**config.mk**
```make
export PLATFORM = sky130hd
export DESIGN_NAME = irq_entry_seq
export DESIGN_NICKNAME = d
export VERILOG_FILES = /design/src/rtl/irq_entry_seq.sv
export SDC_FILE = /design/constraint.sdc
export NUM_CORES = 1
export LEC_CHECK = 0
export BUFFER_PORTS_ARGS = -buffer_cell sky130_fd_sc_hd__buf_2
export CAP_MARGIN = 40
export CORE_MARGIN = 5
export CORE_UTILIZATION = 46
export DETAILED_ROUTE_END_ITERATION = 10
export PLACE_DENSITY = 0.81
export SLEW_MARGIN = 25
export SYNTH_ARGS = -nofsm -noshare
export SYNTH_HDL_FRONTEND = slang
export SYNTH_SLANG_ARGS = --single-unit
```
**constraint.sdc**
```tcl
create_clock -name clk -period 3.9 [get_ports clk]
set_input_delay 0.78 -clock clk [delete_from_list [all_inputs] [get_ports clk]]
set_output_delay 0.78 -clock clk [all_outputs]
set_load 0.005 [all_outputs]
```
**src/rtl/irq_entry_seq.sv**
```systemverilog
module irq_entry_seq #(
  parameter int AW = 20,
  parameter int DW = 32,
  parameter int PCW = 20,
  parameter int FW = 16,
  parameter int NUMW = 6,
  parameter int LVLW = 3,
  parameter int I_BIT = 6,
  parameter int D_BIT = 5,
  parameter int U_BIT = 7,
  parameter int IPL_LSB = 12,
  parameter int SWI_KEEPU = 32,
  parameter logic [AW-1:0] VEC_BASE = 20'hFFD00
) (
  input  logic            clk,
  input  logic            rst_n,
  input  logic            irq_pending,
  input  logic [LVLW-1:0] irq_level,
  input  logic            at_boundary,
  input  logic            in_string_op,
  input  logic            swi_req,
  input  logic [NUMW-1:0] swi_num,
  input  logic [FW-1:0]   flags_in,
  input  logic [PCW-1:0]  pc_in,
  input  logic [AW-1:0]   sp_in,
  output logic            bus_req,
  output logic            bus_we,
  output logic [AW-1:0]   bus_addr,
  output logic [DW-1:0]   bus_wdata,
  input  logic            bus_ack,
  input  logic [DW-1:0]   bus_rdata,
  output logic            irq_clr,
  output logic [NUMW-1:0] irq_clr_num,
  output logic            flags_we,
  output logic [FW-1:0]   flags_out,
  output logic            sp_we,
  output logic [AW-1:0]   sp_out,
  output logic            pc_we,
  output logic [PCW-1:0]  pc_out,
  output logic            busy,
  output logic            done
);
  localparam logic [AW-1:0] STEP = AW'(DW / 8);
  localparam int LVL_POS = 8;

  typedef enum logic [2:0] {S_IDLE, S_ACK, S_CLR, S_PUSHF, S_PUSHPC, S_IPL, S_VEC, S_LOAD} st_t;
  st_t st;

  logic            is_sw;
  logic [NUMW-1:0] num_q;
  logic [LVLW-1:0] lvl_q;
  logic [FW-1:0]   tmp_q;
  logic [PCW-1:0]  pc_q;
  logic [AW-1:0]   sp_q;
  logic [FW-1:0]   keep_mask, fl_clr, fl_ipl;

  wire [LVLW-1:0] cur_ipl = flags_in[IPL_LSB +: LVLW];
  wire sw_ok = swi_req && at_boundary;
  wire hw_ok = irq_pending && (at_boundary || in_string_op) && flags_in[I_BIT] && (irq_level > cur_ipl);
  wire push = (st == S_PUSHF) || (st == S_PUSHPC);

  logic unused_rd;
  assign unused_rd = ^bus_rdata[DW-1:PCW];

  always_comb begin
    keep_mask = '1;
    keep_mask[I_BIT] = 1'b0;
    keep_mask[D_BIT] = 1'b0;
    if (!(is_sw && (num_q >= NUMW'(SWI_KEEPU)))) keep_mask[U_BIT] = 1'b0;
    fl_clr = tmp_q & keep_mask;
    fl_ipl = fl_clr;
    fl_ipl[IPL_LSB +: LVLW] = lvl_q;
  end

  always_comb begin
    bus_req = 1'b0;
    bus_we = 1'b0;
    bus_addr = '0;
    bus_wdata = '0;
    case (st)
      S_ACK:    bus_req = 1'b1;
      S_PUSHF:  begin bus_req = 1'b1; bus_we = 1'b1; bus_addr = sp_q - STEP; bus_wdata = DW'(tmp_q); end
      S_PUSHPC: begin bus_req = 1'b1; bus_we = 1'b1; bus_addr = sp_q - STEP; bus_wdata = DW'(pc_q); end
      S_VEC:    begin bus_req = 1'b1; bus_addr = VEC_BASE + (AW'(num_q) << 2); end
      default: ;
    endcase
  end

  assign irq_clr     = (st == S_ACK) && bus_ack;
  assign irq_clr_num = bus_rdata[NUMW-1:0];
  assign flags_we    = (st == S_CLR) || (st == S_IPL);
  assign flags_out   = (st == S_IPL) ? fl_ipl : fl_clr;
  assign sp_we       = push && bus_ack;
  assign sp_out      = sp_q - STEP;
  assign pc_we       = (st == S_LOAD);
  assign pc_out      = pc_q;
  assign done        = (st == S_LOAD);
  assign busy        = (st != S_IDLE);

  always_ff @(posedge clk or negedge rst_n) begin
    if (!rst_n) begin
      st <= S_IDLE;
      is_sw <= 1'b0;
      num_q <= '0;
      lvl_q <= '0;
      tmp_q <= '0;
      pc_q <= '0;
      sp_q <= '0;
    end else begin
      case (st)
        S_IDLE: if (sw_ok || hw_ok) begin
          is_sw <= sw_ok;
          num_q <= swi_num;
          lvl_q <= cur_ipl;
          tmp_q <= flags_in;
          pc_q  <= pc_in;
          sp_q  <= sp_in;
          st    <= sw_ok ? S_CLR : S_ACK;
        end
        S_ACK: if (bus_ack) begin
          num_q <= bus_rdata[NUMW-1:0];
          lvl_q <= bus_rdata[LVL_POS +: LVLW];
          st    <= S_CLR;
        end
        S_CLR:    st <= S_PUSHF;
        S_PUSHF:  if (bus_ack) begin sp_q <= sp_q - STEP; st <= S_PUSHPC; end
        S_PUSHPC: if (bus_ack) begin sp_q <= sp_q - STEP; st <= S_IPL; end
        S_IPL:    st <= S_VEC;
        S_VEC:    if (bus_ack) begin pc_q <= bus_rdata[PCW-1:0]; st <= S_LOAD; end
        S_LOAD:   st <= S_IDLE;
        default:  st <= S_IDLE;
      endcase
    end
  end
endmodule

```
==> results of run 1 <==
## flip-flops by register name, indices dropped and copies added (netlist names)
| signal | flops |
|---|---|
| st | 3 |
| num_q | 6 |
| lvl_q | 3 |
| pc_out | 20 |
| sp_q | 20 |
| is_sw | 1 |
| tmp_q | 16 |
## metal layers
layer  GRT usage  vias up  wire length, um
li1            -     1999                -
met1       0.298     2075             5730
met2       0.405      215             7080
met3      0.0382       31              974
met4      0.0938        0              325
met5           0        -                0
## cell usage in the layout (no fill, tap or decap), types with 6 or more instances in the layout
cell type  instances
a22o_1            18
and2_1             9
dfrtp_1           69
nand2_1          107
mux2_2            55
or3_1              8
a211oi_1           7
a2bb2oi_1          6
clkbuf_8          10
nor2_1            15
buf_2            198
xnor2_1           11
inv_1             15
nor3_1             6
ha_1               8
buf_4             13
o21ai_0           23
conb_1            14
a21o_1             7
a21oi_1            7
## metrics by stage
step | setup WS (ps) | hold slack, ps | area [sq um] | total power (W) | utilization
3_3_place_gp | 641 | 485 | 5400 | 0.00384 | 0.563
4_1_cts | 247 | 425 | 5620 | 0.00458 | 0.586
6_report | 257 | 427 | 5630 | 0.00458 | 0.587
5_1_grt | 136 | 453 | 5630 | 0.00491 | 0.587
3_5_place_dp | 628 | 500 | 5420 | 0.00397 | 0.565
2_1_floorplan | 826 | 467 | 4500 | 0.00301 | -
## path summary, 6_finish.rpt
path,startpoint,to,slack [ps],cells past startpoint
setup / recovery,sp_q[2],bus_addr[19],260,6
min in group clk,tmp_q[6],tmp_q[6],520,1
max in group asynchronous,rst_n,tmp_q[12],2910,2
hold / removal,rst_n,sp_q[14],430,1
hold reg to reg,tmp_q[6],tmp_q[6],520,1
setup reg to reg,st[0],sp_q[17],1260,10
## report_power, final
part / leakage [nW] / switching, W / internal (W)
sequential: 0.820 / 0.000346 / 0.00109
clock: 0.0995 / 0.000286 / 0.000314
combinational: 2.06 / 0.00130 / 0.00124
## logic make-up after synthesis
group,count (synthesis),synth area share
AOI/OAI and AO/OA,90,0.143
xor gates and xnor gates,16,0.0315
adders and majority gates,8,0.0225
buffers and inverters,78,0.0946
DFF,69,0.388
muxes,58,0.146
other,1,0.000842
and+or+nand+nor,171,0.174
## area by class of cell
cell class              count  area, sq um
clock buffers              11          141
repair buffers            213         1120
diodes                      1         2.50
clock inverters             5         60.1
multi-input cells         357         2360
inverters                  16         60.1
fillers                   849         3960
flip-flops and latches     69         1730
well taps                 133          166
## worst reg2reg max path, stage by stage, from the launching register on
cell and delay, ps:
dfrtp_1 420, inv_1 120, ha_1 370, and2_1 200, nor2_1 50, buf_4 200
inv_2 430, buf_4 300, nand2_1 70, o22a_1 160, o22a_1 190
==> results by group, run 1 <==
Pwr
  – PD cells: 813 nW/um^2
  – Maximum vdd drop: 0.420 mV
  – LEAKAGE: 2.98 nW

Timing
  – RSZ-0062 raised after global routing: false
  – Slew HR: 0.478
  – Period utilisation layout: 0.934
  – Final hold viol count: 0
  – Slew @ Worst Pin: 783 ps
  – F_max: 274 MHz
  – Number of setup violations in the final report: 0
  – Clock skew: 7.08 ps
  – Final-report max-slew violation count: 0
  – Final critical-path required period: 3640 ps
  – Setup TNS: 0 ps

Route
  – Vias/cell: 5.37
  – Final WL: 14.1 mm
  – Routed len/inst: 17.5 um
  – Remaining DRCs: 0
  – Number of DRC markers in iteration 0: 247
  – Vias post-DR: 4320
  – First-pass DRT Iterations: 5
  – DRT antenna net count: 0

Setup path
  – Crit-path max cell delay: 590 ps
  – CP Buf/Inv Count: 1
  – CP Cell Sequence: or3_1 -> or4_4 -> or4b_4 -> xnor2_1 -> a21o_1 -> buf_2
  – CP startpoint kind: register
  – CP arrival: 2860 ps
  – Worst path required time: 3120 ps
  – Worst path slowest cell: or4_4
  – WS Path Type: reg2out
  – Worst Path Max Fanout: 6
  – Top delay family on crit path: simple AND/OR/NAND/NOR gates
  – Setup crit end kind: primary output

CTS
  – CTS Buf Count: 9
  – CTS sink count: 69
  – Clock tree buffer depth: 2
  – Clock slew seen by the registers of the worst setup and hold paths: 80 ps
  – CTS resizes: 0
  – Worst skew pair latency: 340 ps
  – Clk root buf: clkbuf_8
  – Post-CTS setup buffers: 0
  – # H-tree levels: 3
  – CTS tree: built
  – Hold_buf cts: 0

Finish
  – Layout cells sized above 1: 0.437
  – Fin nets: 778
  – Area delta synth->final: 26.4%
  – Post-Layout Cell Count: 805

Min path
  – HP Class: in2async

Synth
  – Post-synth EDFFs: 0
  – Post-Syn Area per Cell: 9.07 sq um
  – Synth Flop Type: dfrtp_1
  – Seq/Total Area, Yosys: 0.388
  – Most common cell in the netlist: nand2_1
  – Syn Inst Count: 491
  – Register bit count reported by yosys: 69
  – Yosys warning count: 0
  – Area contributors post-synth: dfrtp_1, mux2_2, nand2_1, buf_4, a22o_1
  – Post-synth top cells: nand2_1, dfrtp_1, mux2_2
  – Library cells used by synthesis: 45
  – Synth area leader: dfrtp_1
  – Fraction of registers with async set/reset: 1.00
  – Top-area cell type share of the netlist area: 0.388
  – Synth Cell Area: 4460 sq um

GRT
  – Remaining Overflow, GRT: 0
  – Largest net degree at the start of global routing: 41
  – Initial antenna violation count: 1
  – First-pass GRT wire length: 21.9 mm
  – Global Route Usage Sum: 0.237
  – Vias in the first global route: 4416

Floorplanning
  – Die width: 108 um
  – Die ar.: 11800 sq um
  – Die Ht: 108 um
  – Io pins: 226
  – Core Footprint: 9590 sq um
  – Starting Density: 0.464
  – Cell Rows: 36

Place
  – Placed cell count: 787
  – DP HPWL: 10.7 mm
  – GP Congestion: 0.907
  – I/O Buffers: 199

Status
  – Run status: finished clean

Run
  – Maxcap violations: 0
Power figures use the tool's default switching activity.
==> run 2, diff against run 1 <==
- clock period: 3.9 -> 4 ns (I/O delays scaled with it)
==> results by group, run 2 (synthesis gave the netlist of run 1 again) <==
Status
  – Run status: finished clean

Run
  – Maxcap violations: 0 (unchanged)

Floorplanning
  – Core Footprint: 9590 sq um (unchanged)
  – Die width: 108 um (unchanged)
  – Die ar.: 11800 sq um (unchanged)
  – Cell Rows: 36 (unchanged)
  – Io pins: 226 (unchanged)
  – Die Ht: 108 um (unchanged)
  – Starting Density: 0.464 (unchanged)

Route
  – Remaining DRCs: 0 (unchanged)
  – Number of DRC markers in iteration 0: 278 (+13%)
  – DRT antenna net count: 0 (unchanged)
  – First-pass DRT Iterations: 5 (unchanged)
  – Vias post-DR: 4274 (-1.1%)
  – Final WL: 13.9 mm (-1.6%)
  – Routed len/inst: 17.3 um (-1.3%)
  – Vias/cell: 5.32 (-0.82%)

GRT
  – Largest net degree at the start of global routing: 44 (+7.3%)
  – Initial antenna violation count: 0 (-1)
  – Remaining Overflow, GRT: 0 (unchanged)
  – First-pass GRT wire length: 21.6 mm (-1.3%)
  – Met2 Resource Use GR: 0.390 (-0.0154)
  – Gr busiest metal: met2
  – GRT met1 Usage: 0.299 (+0.000838)
  – Global Route Usage Sum: 0.232 (-0.00476)
  – Grt met3 use: 0.0472 (+0.00896)
  – Vias in the first global route: 4412 (-0.091%)

Finish
  – N_diodes: 0 (-1)
  – Commonest non-fill, non-tap cells in the layout: buf_2, nand2_1, dfrtp_1
  – Commonest non-fill, non-tap cell in the layout: buf_2
  – Fin nets: 777 (-0.13%)
  – Fill cell count: 863 (+1.6%)
  – Area delta synth->final: 26.1%
  – Layout cells sized above 1: 0.437 (+0.000652)
  – Final Util: 0.586 (-0.00143)
  – Final Cell Area: 5620 sq um (-0.24%)

Place
  – I/O Buffers: 199 (unchanged)
  – DP HPWL: 10.6 mm (-1.5%)
  – Dpl cell area: 5420 sq um (unchanged)
  – GP Congestion: 0.883 (-2.6%)

Setup path
  – WS Path Type: reg2out
  – Worst Path Max Fanout: 6 (unchanged)
  – Worst path required time: 3200 ps (+80 ps)
  – CP arrival: 2840 ps (-20 ps)
  – CP Cell Sequence: or3_1 -> or4_4 -> or4b_4 -> xnor2_1 -> a21o_1 -> buf_2
  – CP startpoint kind: register
  – CP Buf/Inv Count: 1 (unchanged)
  – Setup crit end kind: primary output
  – Worst path slowest cell: or4_4
  – Crit-path max cell delay: 590 ps (about the same)
  – Top delay family on crit path: simple AND/OR/NAND/NOR gates

Pwr
  – Logic pwr share: 0.553 (-0.003)
  – PD cells: 789 nW/um^2 (-2.9%)
  – Switching share of total power: 0.424 (+0.00144)
  – Switching power: 0.00188 W (-2.9%)
  – Maximum vdd drop: 0.419 mV (-0.21%)
  – Seq pwr share: 0.314 (about the same)
  – LEAKAGE: 2.98 nW (-0.14%)
  – Internal power: 0.00255 W (-3.4%)
  – Clk network pwr share: 0.133 (+0.002)

CTS
  – Post-CTS setup buffers: 0 (unchanged)
  – # H-tree levels: 3 (unchanged)
  – Worst skew pair latency: 350 ps (about the same)
  – Clock slew seen by the registers of the worst setup and hold paths: 80 ps (about the same)
  – CTS sink count: 69 (unchanged)
  – CTS resizes: 0 (unchanged)
  – Clock tree buffer depth: 2 (unchanged)
  – Clk root buf: clkbuf_8
  – CTS Buf Count: 9 (unchanged)
  – Hold_buf cts: 0 (unchanged)
  – CTS tree: built

Timing
  – Final hold viol count: 0 (unchanged)
  – Slew @ Worst Pin: 830 ps (+47.5 ps)
  – Number of setup violations in the final report: 0 (unchanged)
  – Final-report max-slew violation count: 0 (unchanged)
  – RSZ-0062 raised after global routing: false
  – Clock skew: 14.2 ps (+7.11 ps)
  – Setup TNS: 0 ps (unchanged)
  – F_max: 275 MHz
  – Slew HR: 0.444 (-0.0337)
  – Period utilisation layout: 0.910
  – Hold WS: 363 ps (-64.3 ps)
  – Final critical-path required period: 3640 ps

Min path
  – HP Class: in2async
## run 2: cell count changes in the layout (fill, tap and decap cells not counted)
| cell | before | now |
|---|---|---|
| clkbuf_8 | 10 | 9 |
| clkinv_4 | 2 | 1 |
| clkbuf_1 | 1 | 0 |
| inv_6 | 0 | 2 |
| clkinv_2 | 1 | 2 |
| clkbuf_4 | 1 | 0 |
| diode_2 | 1 | 0 |
## run 2: layout make-up
class	count	area (sq um)	share of cell area
clock inverters	7	73.8	0.0131
clock buffers	9	124	0.0220
repair buffers	212	1110	0.197
inverters	16	60.1	0.0107
well taps	133	166	0.0296
multi-input cells	357	2360	0.420
flip-flops and latches	69	1730	0.307
## run 2: path summary, 6_finish.rpt
check                                to  cells after the start  startpoint  slack (ps)
min                            sp_q[14]                      1       rst_n         360
min in group clk               lvl_q[2]                      1    lvl_q[2]         510
min reg2reg                    lvl_q[2]                      1    lvl_q[2]         510
max in group asynchronous     tmp_q[14]                      2       rst_n        3060
max reg2reg                     sp_q[9]                      7       st[0]        1260
max                        bus_addr[17]                      6     sp_q[2]         360
## run 2: power groups by stage
stage          combinational, W  sequential, W  clock, W
3_5_place_dp            0.00245        0.00140         0
6_report                0.00245        0.00139  0.000591
5_1_grt                 0.00270        0.00145  0.000634
4_1_cts                 0.00246        0.00139  0.000601
3_3_place_gp            0.00238        0.00137         0
2_1_floorplan           0.00162        0.00131         0
## run 2: layer usage
metal / routed length (um) / vias to the layer above
met2: 7000 / 197
met1: 5620 / 2057
met5: 0 / -
li1: - / 1998
met4: 235 / 0
met3: 1030 / 22
## run 2: through the flow
stage | total power (W) | instances | setup slack [ps]
6_report | 0.00443 | 803 | 359
5_1_grt | 0.00478 | 803 | 204
4_1_cts | 0.00445 | 803 | 357
3_5_place_dp | 0.00385 | 787 | 752
3_3_place_gp | 0.00375 | 786 | 771
2_1_floorplan | 0.00293 | 504 | 906
==> run 3, diff against run 2 <==
==> constraint.sdc (replaced) <==
create_clock -name clk -period 4 [get_ports clk]
set_input_delay 0.6 -clock clk [delete_from_list [all_inputs] [get_ports clk]]
set_output_delay 0.6 -clock clk [all_outputs]
set_load 0.005 [all_outputs]
==> results by group, run 3 (synthesis gave the netlist of run 1 again) <==
Finish
  – Commonest non-fill, non-tap cell in the layout: buf_2
  – Area delta synth->final: 26.3%
  – Fin nets: 776 (-0.13%)
  – Layout cells sized above 1: 0.436 (-0.000841)
  – Area occupied by multi-input gates: 2360 sq um (unchanged)
  – Fill cell count: 842 (-2.4%)
  – Commonest non-fill, non-tap cells in the layout: buf_2, nand2_1, dfrtp_1
  – Final Cell Area: 5630 sq um (+0.16%)
  – N_diodes: 0 (unchanged)
  – Sequential Area: 1730 sq um (unchanged)

Route
  – First-pass DRT Iterations: 5 (unchanged)
  – Met3 wire length: 1.15 mm (+12%)
  – DRT met1 WL: 5.58 mm (-0.76%)
  – Routed len/inst: 17.7 um (+2.2%)
  – DRT antenna net count: 0 (unchanged)
  – Final WL: 14.2 mm (+2.1%)
  – Top Metal Used: met4
  – Routed wl met2: 7.11 mm (+1.6%)
  – Remaining DRCs: 0 (unchanged)
  – Number of DRC markers in iteration 0: 255 (-8.3%)
  – Vias post-DR: 4353 (+1.8%)
  – Vias/cell: 5.43 (+2.0%)

Floorplanning
  – Die width: 108 um (unchanged)
  – Die Ht: 108 um (unchanged)
  – Io pins: 226 (unchanged)
  – Die ar.: 11800 sq um (unchanged)
  – Starting Density: 0.464 (unchanged)
  – Cell Rows: 36 (unchanged)
  – Core Footprint: 9590 sq um (unchanged)

Setup path
  – RR Endpoint: sp_q[11]
  – CP startpoint kind: register
  – Setup crit end kind: primary output
  – Reg-to-reg slack, setup: 1310 ps (+50 ps)
  – Crit-path max cell delay: 590 ps (about the same)
  – CP arrival: 2840 ps (about the same)
  – Worst path slowest cell: or4_4
  – Top delay family on crit path: simple AND/OR/NAND/NOR gates
  – R2r worst-path depth: 7 (unchanged)
  – CP Buf/Inv Count: 1 (unchanged)
  – Worst path required time: 3400 ps (+200 ps)
  – CP Cell Sequence: or3_1 -> or4_4 -> or4b_4 -> xnor2_1 -> a21o_1 -> buf_2
  – R2r startpoint: st[1]
  – Worst Path Max Fanout: 6 (unchanged)
  – WS Path Type: reg2out

GRT
  – Largest net degree at the start of global routing: 47 (+6.8%)
  – Vias in the first global route: 4394 (-0.41%)
  – First-pass GRT wire length: 22.0 mm (+1.8%)
  – Remaining Overflow, GRT: 0 (unchanged)
  – Initial antenna violation count: 0 (unchanged)
  – Global Route Usage Sum: 0.240 (+0.00798)

Pwr
  – PD cells: 789 nW/um^2 (about the same)
  – Maximum vdd drop: 0.354 mV (-15%)
  – LEAKAGE: 2.97 nW (-0.22%)

Timing
  – Final critical-path required period: 3440 ps (-200 ps)
  – Period utilisation layout: 0.860 (-0.0499)
  – Number of setup violations in the final report: 0 (unchanged)
  – Slew HR: 0.456 (+0.0116)
  – Final hold viol count: 0 (unchanged)
  – Clock skew: 9.41 ps (-4.77 ps)
  – F_max: 291 MHz (+5.8%)
  – Setup TNS: 0 ps (unchanged)
  – Slew @ Worst Pin: 813 ps (-17.4 ps)
  – RSZ-0062 raised after global routing: false
  – Final-report max-slew violation count: 0 (unchanged)

CTS
  – Hold_buf cts: 0 (unchanged)
  – Clock slew seen by the registers of the worst setup and hold paths: 80 ps (about the same)
  – CTS sink count: 69 (unchanged)
  – Worst skew pair latency: 350 ps (about the same)
  – Clock tree buffer depth: 2 (unchanged)
  – CTS resizes: 0 (unchanged)
  – Clk root buf: clkbuf_8
  – # H-tree levels: 3 (unchanged)
  – CTS tree: built
  – Post-CTS setup buffers: 0 (unchanged)
  – CTS Buf Count: 9 (unchanged)

Min path
  – HP Class: in2async

Place
  – I/O Buffers: 199 (unchanged)
  – Dpl cell area: 5430 sq um (+0.14%)
  – GP Congestion: 0.862 (-2.4%)
  – DP HPWL: 10.8 mm (+1.8%)

Run
  – Maxcap violations: 0 (unchanged)

Status
  – Run status: finished clean
## run 3: layout make-up
cell class              count  area share
multi-input cells         357       0.419
flip-flops and latches     69       0.307
repair buffers            211       0.198
well taps                 133      0.0296
clock buffers               9      0.0220
clock inverters             7      0.0133
inverters                  16      0.0107
## run 3: worst register-to-register path, stage by stage (launching register included)
cell and delay, ps:
dfrtp_1 390, ha_1 280, nor2b_1 210, buf_4 280
a22oi_1 140, buf_4 220, nor2_1 640, mux2_2 420
## run 3: how the worst max path moves through the flow
stage,startpoint,end,cells past startpoint
after floorplan,sp_q[2],bus_addr[19],6
after global placement,sp_q[2],bus_addr[19],6
after detailed placement,sp_q[2],bus_addr[19],6
after CTS,sp_q[2],bus_addr[19],6
after global routing,sp_q[2],bus_addr[17],6
final,sp_q[2],bus_addr[19],6
## run 3: power breakdown
part	total, W	internal [W]	switching [W]
sequential	0.00140	0.00106	0.000341
clock	0.000586	0.000290	0.000296
combinational	0.00245	0.00120	0.00126
total	0.00444	0.00255	0.00189
## run 3: per-layer routing
metal	GRT usage	up-vias
li1	-	1999
met1	0.305	2104
met2	0.402	224
met3	0.0573	26
met4	0.0784	0
met5	0	-
## run 3: stage by stage
step / power [W] / util / instances / worst slack, ps / hold slack [ps]
floorplan: 0.00293 / - / 504 / 1110 / 304
global placement: 0.00374 / 0.561 / 784 / 971 / 485
detailed placement: 0.00385 / 0.566 / 786 / 951 / 500
CTS: 0.00445 / 0.587 / 802 / 546 / 146
global route: 0.00478 / 0.587 / 802 / 419 / 154
finish: 0.00444 / 0.587 / 802 / 559 / 152
